[config.mk]
export PLATFORM = sky130hd
export DESIGN_NAME = uart_irq_ident
export DESIGN_NICKNAME = d
export VERILOG_FILES = /design/src/rtl/uart_irq_pkg.sv /design/src/rtl/uart_irq_hold_fsm.sv /design/src/rtl/uart_irq_sticky.sv /design/src/rtl/uart_irq_prio.sv /design/src/rtl/uart_irq_ident.sv
export SDC_FILE = /design/constraint.sdc
export NUM_CORES = 1
export LEC_CHECK = 0
export BUFFER_PORTS_ARGS = -buffer_cell sky130_fd_sc_hd__buf_4
export CAP_MARGIN = 20
export CORE_ASPECT_RATIO = 0.75
export CORE_MARGIN = 1
export CORE_UTILIZATION = 35
export DETAILED_ROUTE_END_ITERATION = 12
export GPL_TIMING_DRIVEN = 0
export PLACE_DENSITY_LB_ADDON = 0.05
export SETUP_SLACK_MARGIN = 0.2
export SLEW_MARGIN = 20
export SYNTH_ARGS = -nofsm -noshare
export SYNTH_HDL_FRONTEND = slang
export SYNTH_SLANG_ARGS = --single-unit
export TNS_END_PERCENT = 100
[constraint.sdc]
create_clock -name clk -period 1.27 [get_ports clk]
set_input_delay 0.127 -clock clk [delete_from_list [all_inputs] [get_ports clk]]
set_output_delay 0.127 -clock clk [all_outputs]
set_load 0.02 [all_outputs]
[src/rtl/uart_irq_pkg.sv]
package uart_irq_pkg;

    typedef enum logic [3:0] {
        SRC_MODEM   = 4'h0,
        SRC_NONE    = 4'h1,
        SRC_THR     = 4'h2,
        SRC_RXDATA  = 4'h4,
        SRC_LINE    = 4'h6,
        SRC_TIMEOUT = 4'hC
    } irq_src_e;

    typedef enum logic [1:0] {
        HOLD_FULL   = 2'd0,
        EMPTY_ARMED = 2'd1,
        EMPTY_QUIET = 2'd2
    } hold_state_e;

    localparam int EN_W      = 4;
    localparam int EN_RXDATA = 0;
    localparam int EN_THR    = 1;
    localparam int EN_LINE   = 2;
    localparam int EN_MODEM  = 3;

    localparam int STICKY_N  = 2;
    localparam int STK_OE    = 0;
    localparam int STK_BI    = 1;

endpackage

[src/rtl/uart_irq_hold_fsm.sv]
module uart_irq_hold_fsm
    import uart_irq_pkg::*;
(
    input  logic clk,
    input  logic rst_n,
    input  logic thr_wr,
    input  logic thr_drained,
    input  logic en_chg,
    input  logic en_new,
    input  logic ack,
    output logic hold_empty,
    output logic thr_pend
);

    hold_state_e state_q, state_d;

    always_ff @(posedge clk or negedge rst_n) begin
        if (!rst_n) begin
            state_q <= EMPTY_QUIET;
        end else begin
            state_q <= state_d;
        end
    end

    always_comb begin
        state_d = state_q;
        if (thr_wr) begin
            state_d = HOLD_FULL;
        end else begin
            unique case (state_q)
                HOLD_FULL: begin
                    if (thr_drained) state_d = EMPTY_ARMED;
                end
                EMPTY_ARMED: begin
                    if (en_chg)   state_d = en_new ? EMPTY_ARMED : EMPTY_QUIET;
                    else if (ack) state_d = EMPTY_QUIET;
                end
                EMPTY_QUIET: begin
                    if (en_chg && en_new) state_d = EMPTY_ARMED;
                end
                default: state_d = EMPTY_QUIET;
            endcase
        end
    end

    always_comb begin
        hold_empty = 1'b0;
        thr_pend   = 1'b0;
        unique case (state_q)
            HOLD_FULL:   begin hold_empty = 1'b0; thr_pend = 1'b0; end
            EMPTY_ARMED: begin hold_empty = 1'b1; thr_pend = 1'b1; end
            EMPTY_QUIET: begin hold_empty = 1'b1; thr_pend = 1'b0; end
            default:     begin hold_empty = 1'b1; thr_pend = 1'b0; end
        endcase
    end

endmodule

[src/rtl/uart_irq_sticky.sv]
module uart_irq_sticky #(
    parameter int N = 2
) (
    input  logic         clk,
    input  logic         rst_n,
    input  logic [N-1:0] set_evt,
    input  logic         clr,
    output logic [N-1:0] flag
);

    for (genvar g = 0; g < N; g++) begin : g_bit
        always_ff @(posedge clk or negedge rst_n) begin
            if (!rst_n) begin
                flag[g] <= 1'b0;
            end else if (set_evt[g]) begin
                flag[g] <= 1'b1;
            end else if (clr) begin
                flag[g] <= 1'b0;
            end
        end
    end

endmodule

[src/rtl/uart_irq_prio.sv]
module uart_irq_prio
    import uart_irq_pkg::*;
(
    input  logic [EN_W-1:0] en,
    input  logic            line_any,
    input  logic            timeout,
    input  logic            rx_hit,
    input  logic            thr_pend,
    input  logic            modem_any,
    output irq_src_e        src
);

    always_comb begin
        if (en[EN_LINE] && line_any)        src = SRC_LINE;
        else if (en[EN_RXDATA] && timeout)  src = SRC_TIMEOUT;
        else if (en[EN_RXDATA] && rx_hit)   src = SRC_RXDATA;
        else if (en[EN_THR] && thr_pend)    src = SRC_THR;
        else if (en[EN_MODEM] && modem_any) src = SRC_MODEM;
        else                                src = SRC_NONE;
    end

endmodule

[src/rtl/uart_irq_ident.sv]
module uart_irq_ident
    import uart_irq_pkg::*;
#(
    parameter int CNT_W = 5
) (
    input  logic             clk,
    input  logic             rst_n,
    input  logic             ier_wr,
    input  logic [3:0]       ier_wdata,
    output logic [7:0]       ier_rdata,
    input  logic             iir_rd,
    output logic [7:0]       iir_value,
    input  logic             lsr_rd,
    output logic [7:0]       lsr_value,
    input  logic             thr_wr,
    input  logic             thr_drained,
    input  logic             tx_shift_idle,
    input  logic             rx_ready,
    input  logic             rx_overrun,
    input  logic             rx_break,
    input  logic             rx_parity_err,
    input  logic             rx_frame_err,
    input  logic             fifo_en,
    input  logic [CNT_W-1:0] rx_count,
    input  logic [CNT_W-1:0] rx_trigger,
    input  logic             char_timeout,
    input  logic [3:0]       modem_delta,
    output logic             irq
);

    localparam int BYTE_W = 8;
    localparam int PAD_W  = BYTE_W - EN_W;

    logic [EN_W-1:0]     en_q;
    logic [STICKY_N-1:0] sticky;
    logic                hold_empty;
    logic                thr_pend;
    logic                en_chg;
    logic                ack;
    logic                rx_hit;
    logic                line_any;
    irq_src_e            src;
    logic [BYTE_W-1:0]   iir_q;
    logic                irq_q;

    always_ff @(posedge clk or negedge rst_n) begin
        if (!rst_n) begin
            en_q <= '0;
        end else if (ier_wr) begin
            en_q <= ier_wdata;
        end
    end

    assign en_chg = ier_wr && (ier_wdata[EN_THR] != en_q[EN_THR]);
    assign ack    = iir_rd && (iir_q[3:0] == SRC_THR);

    uart_irq_hold_fsm u_hold (
        .clk         (clk),
        .rst_n       (rst_n),
        .thr_wr      (thr_wr),
        .thr_drained (thr_drained),
        .en_chg      (en_chg),
        .en_new      (ier_wdata[EN_THR]),
        .ack         (ack),
        .hold_empty  (hold_empty),
        .thr_pend    (thr_pend)
    );

    uart_irq_sticky #(.N(STICKY_N)) u_sticky (
        .clk     (clk),
        .rst_n   (rst_n),
        .set_evt ({rx_break, rx_overrun}),
        .clr     (lsr_rd),
        .flag    (sticky)
    );

    assign line_any = sticky[STK_OE] | sticky[STK_BI] | rx_parity_err | rx_frame_err;
    assign rx_hit   = rx_ready && (!fifo_en || (rx_count >= rx_trigger));

    uart_irq_prio u_prio (
        .en        (en_q),
        .line_any  (line_any),
        .timeout   (char_timeout),
        .rx_hit    (rx_hit),
        .thr_pend  (thr_pend),
        .modem_any (|modem_delta),
        .src       (src)
    );

    always_ff @(posedge clk or negedge rst_n) begin
        if (!rst_n) begin
            iir_q <= {4'h0, SRC_NONE};
            irq_q <= 1'b0;
        end else begin
            iir_q <= {{2{fifo_en}}, 2'b00, src};
            irq_q <= (src != SRC_NONE);
        end
    end

    assign iir_value = iir_q;
    assign irq       = irq_q;
    assign ier_rdata = {{PAD_W{1'b0}}, en_q};
    assign lsr_value = {1'b0, hold_empty & tx_shift_idle, hold_empty,
                        sticky[STK_BI], rx_frame_err, rx_parity_err,
                        sticky[STK_OE], rx_ready};

endmodule

---- Yosys cells after proc, flatten, opt, wreduce, memory -nomap -nowiden ----
Cells that the tools add are included.
cells by class
  equality and inequality tests ........... 8
  muxes and demuxes ....................... 17
  bitwise gates (word level) .............. 4
  reduce and logical (&&, ||, !) cells .... 16
  $lt $le $gt $ge ......................... 1
operator list
  cell                number
  $mux 4              4
  $mux 2              6
  $logic_and 1x1->1   9
  $mux 1              6
  $pmux 2 s3          1
  $ge 5x5->1          1
  $eq 4x2->1 const B  1
  $ne 4x1->1 const B  1
  $ne 4x3->1 const B  1
  $reduce_bool 2->1   2
  $reduce_or 4->1     1
  $ne 3x2->1 const B  1
  $ne 3x3->1 const B  1
  $or 1x1->1          3
  $reduce_and 3->1    1
  $eq 2x1->1 const B  1
  $eq 2x2->1 const B  1
  $logic_not 2->1     1
  $and 1x1->1         1
  $logic_not 1->1     1
  $logic_or 1x1->1    1
  $ne 1x1->1          1
storage, ports and cells
  input bits .............................. 33
  register bits ........................... 14
  output and inout port bits .............. 25
  logic and storage cells ................. 52

---- Depth between registers and ports, before layout ----
Gate-level depths: netlist of the first run.
  depth after elaboration ................. 8
  mapped depth ............................ 6
  depth with buffers taken out ............ 6

---- Hierarchy ----
A second synthesis of the first run with hierarchy kept.
unflattened totals
  cell total of the unflattened synthesis .. 78
  area, all modules ....................... 812.0 sq um
modules (own cells, without submodules)
  module             cells each  instances  area an instance (sq um)
  uart_irq_ident     53          1          578.1
  uart_irq_hold_fsm  13          1          116.4
  uart_irq_sticky    5           1          68.8
  uart_irq_prio      7           1          48.8

---- Least setup slack after synthesis of the first run ----
OpenSTA, ideal clock, no wires.
  path type ............................... flip-flop to flip-flop
  from .................................... register u_sticky.flag[1]
  to ...................................... register irq_q (netlist: irq)
  period minus slack after synthesis ...... 1289 ps
  stages on the path, launching flop included .. 4
  data arrival time ....................... 1171 ps
  slack ................................... -19 ps
  cells stage by stage .................... dfrtp_1 -> o41ai_4 -> nand3_2 -> a21o_1
on the way
  cells in the longest elaborated chain, start to end .. 6
RTL lines
  what                             RTL line               text
  start, declared                  uart_irq_sticky.sv:8   output logic [N-1:0] flag
  start signal, assigned by index  uart_irq_sticky.sv:14  flag[g] <= 1'b0;
  start signal, assigned by index  uart_irq_sticky.sv:16  flag[g] <= 1'b1;
  start signal, assigned by index  uart_irq_sticky.sv:18  flag[g] <= 1'b0;
  $or 1x1->1 (3 in series)         uart_irq_ident.sv:77   assign line_any = sticky[STK_OE] | sticky[STK_BI] | rx_parity_err | rx_frame_err;
  $logic_and 1x1->1                uart_irq_prio.sv:14    if (en[EN_LINE] && line_any) src = SRC_LINE;
  $mux 4                           uart_irq_prio.sv:14
  $ne 4x1->1                       uart_irq_ident.sv:96   irq_q <= (src != SRC_NONE);
  end signal, assigned             uart_irq_ident.sv:96
  end, declared                    uart_irq_ident.sv:44   logic irq_q;
Every way passes these cells.
A chain may end at the register's enable or synchronous reset.

---- Worst setup path in the final report of the first run ----
  from .................................... register u_hold.state_q[0]
  to ...................................... output port lsr_value[6]
on the way
  cells in the longest elaborated chain, start to end .. 3
RTL lines
  what                    RTL line                 text
  start, declared         uart_irq_hold_fsm.sv:15  hold_state_e state_q, state_d;
  start signal, assigned  uart_irq_hold_fsm.sv:21  state_q <= state_d;
  $logic_not 2->1         uart_irq_hold_fsm.sv:49  unique case (state_q)
  $mux 1                  uart_irq_hold_fsm.sv:49
  net hold_empty          uart_irq_ident.sv:36     logic hold_empty;
  $and 1x1->1             uart_irq_ident.sv:103    assign lsr_value = {1'b0, hold_empty & tx_shift_idle, hold_empty,
  end, declared           uart_irq_ident.sv:14     output logic [7:0] lsr_value,
The timed path passes the listed nets, and every way through them passes these cells.

==> results.toml, run 1 <==
[setup_path]
worst_ep_arrival_time_ps = 1170
ff2ff_path_depth = 3
worstPathMaxFanout = 3
r2r_end = "irq"
cp_data_required_time_ps = 1140
regToRegStartpoint = "u_sticky.flag[0]"
reg2reg_slack_ps = 20
crit_type = "flip-flop to primary output"
startpoint_type = "flip-flop"
worstSetupEndpointType = "primary output"

[die]
core_mm2 = 0.00229
die_area_mm2 = 0.00262
die_y_um = 44.6
rows = 15
start_util_pct = 37.0
io_pins = 58
die_width_um = 58.8

[logic_synthesis]
yosys_warnings = 0
synthCells = 87
seq_area_frac_synth_pct = 41.7
synth_area_per_cell_um2 = 9.74
syn-cell-area_um2 = 847
ys_types = 28
synth-seq-cells = 14

[cts]
numCtsBuffers = 3
numClockSinks = 14
ctsRootBufferMaster = "clkbuf_4"
clk_latency_ps = 280
htreeDepth = 1
clk_pin_slew_ps = 80
clockBufferDepth = 2
cts_tree = "built"

[grt]
grt_first_pass_wirelength_um = 3160
globalRouteOverflowTotal = 0
grt_pass1_vias = 763
antenna_found_initial = 0
grt_usage_pct = 16.6
grt_max_degree = 15

[drt]
highest_layer = "met3"
drcViolationCount = 0
wl_met1_um = 830
wl_um = 1950
vias = 830
initialDrtViolationCount = 10
avgRoutedWirePerCell_um = 10.1
firstDrtPassIters = 4
met2_wirelength_um = 962
antenna_left = 0
vias_per_cell = 4.32
wl_met3_um = 152

[layout]
layout-drive-gt1-share_pct = 58.9
area_growth_pct = 75.0
fin_util_pct = 64.8
n_fill_cell = 194
nets = 197
layout_common_cells = "buf_4 (62), inv_1 (11), buf_6 (8), dfrtp_1 (8)"
finish.instance_area_mm2 = 0.00148
num_antenna_cells = 0
final_common_cell = "buf_4"

[sta]
grt_setup_unrepaired = "true"
fin_ws_ps = -26.4
skew_ps = 4.38
hold_viol_final = 0
drv_slew = 0
min_period_ps = 1300
period_share_pct = 102
fin_hold_ws_ps = 24.7
setup_violations = 2
max_freq_mhz = 771

[power]
power_density_mw_per_mm2 = 886
worst_ir_drop_vdd_uv = 600
p_leak_nw = 0.785

[job]
max_cap_violations = 0

[hold_path]
whs_path_depth = 2
worstHoldStart = "rx_overrun"
hold_end = "u_sticky.flag[0]"
hp-class = "input port to flip-flop"

[place]
port_buffers = 50
gp_congestion = 0.730
dpl_cell_area_mm2 = 0.00130
place_ws_ps = -123
dp_hpwl_um = 1570

[outcome]
status = "complete, but fails checks"
violations = "negative setup slack"
-- through the flow --
stage	setup TNS, ps	std cells	power (mW)
after floorplan	0	93	0.745
after global placement	-392	177	0.932
final	-46.4	192	1.31
after detailed placement	-376	177	0.939
after global routing	-210	192	1.40
after CTS	-42.5	188	1.30
-- critical path: stages, from the launching register on --
cell	delay, ps
dfrtp_1	380
or2_4	250
and2_4	140
buf_6	120
-- report_power, final --
part | internal [mW] | switching, mW
combinational | 0.262 | 0.213
clock | 0.174 | 0.141
sequential | 0.490 | 0.0341
-- synth_stat cells --
cell type	number	share of area, %
nor2_1	3	1.3
nor4b_1	1	1.0
and3_2	1	0.89
o41ai_4	1	3.3
a211oi_1	1	0.89
dfstp_2	2	6.2
o41ai_1	1	1.0
nor2b_1	3	2.2
a21o_1	2	1.8
a2bb2oi_1	1	1.0
or2_2	1	0.74
inv_1	11	4.9
a21oi_1	4	2.4
a311oi_1	2	2.1
ha_1	5	7.4
buf_4	12	11
dfrtp_1	12	35
mux2_2	2	2.7
conb_1	1	0.44
nand2_1	7	3.1
and2_1	1	0.74
and3_1	2	1.5
a31oi_1	1	0.74
a211o_1	1	1.0
nand3b_1	1	0.89
nand3_2	1	1.2
o21ai_0	6	3.5
a21o_2	1	1.0
-- cell type report --
type / instances / area (µm²) / area share, %
buffer: 12 / 93.8 / 6.33
clock buffer: 4 / 36.3 / 2.45
inverter: 11 / 41.3 / 2.78
multi-input combinational: 56 / 419 / 28.3
sequential: 14 / 358 / 24.1
tap: 34 / 42.5 / 2.87
timing repair buffer: 61 / 492 / 33.2
-- worst max-delay path by stage --
stage / to / startpoint / cells past startpoint / slack [ps]
floorplan: irq / u_sticky.flag[0] / 3 / 30
global placement: irq / rx_count[2] / 6 / -130
detailed placement: irq / rx_count[2] / 6 / -120
CTS: lsr_value[6] / u_hold.state_q[1] / 3 / -30
global route: lsr_value[6] / u_hold.state_q[0] / 3 / -80
finish: lsr_value[6] / u_hold.state_q[0] / 3 / -30
-- metal layers --
| layer | global-route usage, % | vias up |
|---|---|---|
| li1 | - | 422 |
| met1 | 21.1 | 374 |
| met2 | 27.7 | 34 |
| met3 | 6.14 | 0 |
| met4 | 2.86 | 0 |
| met5 | 0 | - |
-- what timing repair did --
action	4_1_cts	5_1_grt
setup buffers	4	4
hold buffers	3	0
setup endpoints to repair	11	14
resized for setup	11	7
pin swaps	8	5
hold endpoints to repair	16	0
-- state kept, by name (all words and copies together) (netlist names) --
signal	cells
u_hold.state_q	2
irq	1
iir_value	5
u_sticky.flag	2
en_q	4
-- cells by family (layout without fill, tap and decap cells) --
family | after synthesis | count (layout) | synth area share, %
AOI/OAI and AO/OA | 21 | 21 | 18.8
adders and majority gates | 5 | 5 | 7.39
buffers and inverters | 23 | 88 | 15.5
DFF | 14 | 14 | 41.7
muxes | 2 | 2 | 2.66
other | 1 | 7 | 0.443
and+or+nand+nor | 21 | 21 | 13.6
(Power assumes the default switching activity.)
==> inputs of run 2 (changes only) <==
Settings changed: HOLD_SLACK_MARGIN from default to 0.12.
==> run 2 against run 1 <==
  * The flow still finishes with violations (negative setup slack)
  * Sequential share of layout area is 1.1 points lower
  * Clock power hardly changed
  * Critical endpoint unchanged
  * Non-clock buffer count is 7 higher
  * Die area stayed put
  * Register-to-register slack hardly changed
  * Utilization is 3.1 points higher
  * Sequential power hardly changed
==> results.toml, run 2 (synthesized netlist as in run 1, its figures left out) <==
[die]
die_area_mm2 = 0.00262
rows = 15
die_width_um = 58.8
core_mm2 = 0.00229
io_pins = 58
start_util_pct = 37.0
die_y_um = 44.6

[layout]
layout-drive-gt1-share_pct = 56.4
num_antenna_cells = 0
layout_common_cells = "buf_4 (62), inv_1 (11), dlygate4sd3_1 (10), buf_6 (8), dfrtp_1 (8)"
largest_reg_flops = 5
final_common_cell = "buf_4"
nets = 204
fin_util_pct = 67.8
area_growth_pct = 83.3

[sta]
tns_ps = -44.9
max_freq_mhz = 772
hold_viol_final = 0
drv_slew = 0
grt_setup_unrepaired = "true"
min_period_ps = 1300
fin_ws_ps = -25.6
setup_violations = 2
skew_ps = 3.83
period_share_pct = 102

[drt]
initialDrtViolationCount = 10
avgRoutedWirePerCell_um = 10.4
vias_per_cell = 4.30
vias = 855
wl_um = 2070
firstDrtPassIters = 4
drcViolationCount = 0
antenna_left = 0

[place]
port_buffers = 50
gp_congestion = 0.730
dp_hpwl_um = 1570
place_ws_ps = -123

[job]
max_cap_violations = 0

[grt]
antenna_found_initial = 0
grt_max_degree = 15
grt_first_pass_wirelength_um = 3370
grt_pass1_vias = 827
globalRouteOverflowTotal = 0
grt_usage_pct = 17.8

[power]
p_leak_nw = 0.812
power_density_mw_per_mm2 = 857
worst_ir_drop_vdd_uv = 599

[outcome]
violations = "negative setup slack"
status = "complete, but fails checks"

[cts]
clk_latency_ps = 280
cts_tree = "built"
numClockSinks = 14
ctsRootBufferMaster = "clkbuf_4"
cts_hold_buf = 10
numCtsBuffers = 3
clk_pin_slew_ps = 80
htreeDepth = 1
clockBufferDepth = 2

[hold_path]
hp-class = "input port to flip-flop"
whs_path_depth = 3

[setup_path]
worstPathMaxFanout = 3
cp_data_required_time_ps = 1140
worst_ep_arrival_time_ps = 1170
crit_type = "flip-flop to primary output"
startpoint_type = "flip-flop"
ff2ff_path_depth = 3
worstSetupEndpointType = "primary output"
## run 2: cell types whose count changed in the layout (fill, tap and decap cells not counted)
cell	change
dlygate4sd3_1	+7
## run 2: cell type report
type / instances / area, µm²
fill: 185 / 737
timing repair buffer: 68 / 562
multi-input combinational: 56 / 419
sequential: 14 / 358
buffer: 12 / 93.8
tap: 34 / 42.5
inverter: 11 / 41.3
clock buffer: 4 / 36.3
## run 2: metal layers
metal	vias to the layer above	share of wire (%)	track usage (%)
met2	33	50	31.1
met4	0	0	2.86
met3	0	6.8	6.14
li1	435	-	-
met1	387	43	21.6
met5	-	0	0
## run 2: through the flow
step	std cells	area, µm²	hold slack [ps]	total power, mW
floorplan	93	878	-169	0.745
global placement	177	1300	-13.7	0.932
detailed placement	177	1300	-14.4	0.939
CTS	195	1500	107	1.32
global route	199	1550	108	1.42
finish	199	1550	113	1.33
## run 2: critical path, stage by stage (launching register included)
cell	delay (ps)
dfrtp_1	380
or2_4	250
and2_4	140
buf_6	120
## run 2: repair_timing
action / 4_1_cts / 5_1_grt
buffers inserted: 4 / 4
pin swaps: 8 / 5
cloned: 0 / 0
endpoints found under the hold margin: 24 / 1
gates resized for setup: 11 / 7
setup endpoints to repair: 11 / 14
## run 2: where the power goes
part	leakage, nW	internal, mW	switching [mW]
clock network	0.0210	0.174	0.140
registers	0.156	0.490	0.0343
logic	0.635	0.276	0.217
## run 2: worst paths after layout
check,slack [ps],from,to
setup reg to reg,10,u_sticky.flag[0],irq
hold reg to reg,550,en_q[3],en_q[3]
setup / recovery,-30,u_hold.state_q[0],lsr_value[6]
hold / removal,110,char_timeout,iir_value[2]
max in group asynchronous,810,rst_n,u_hold.state_q[1]
min in group asynchronous,230,rst_n,iir_value[2]
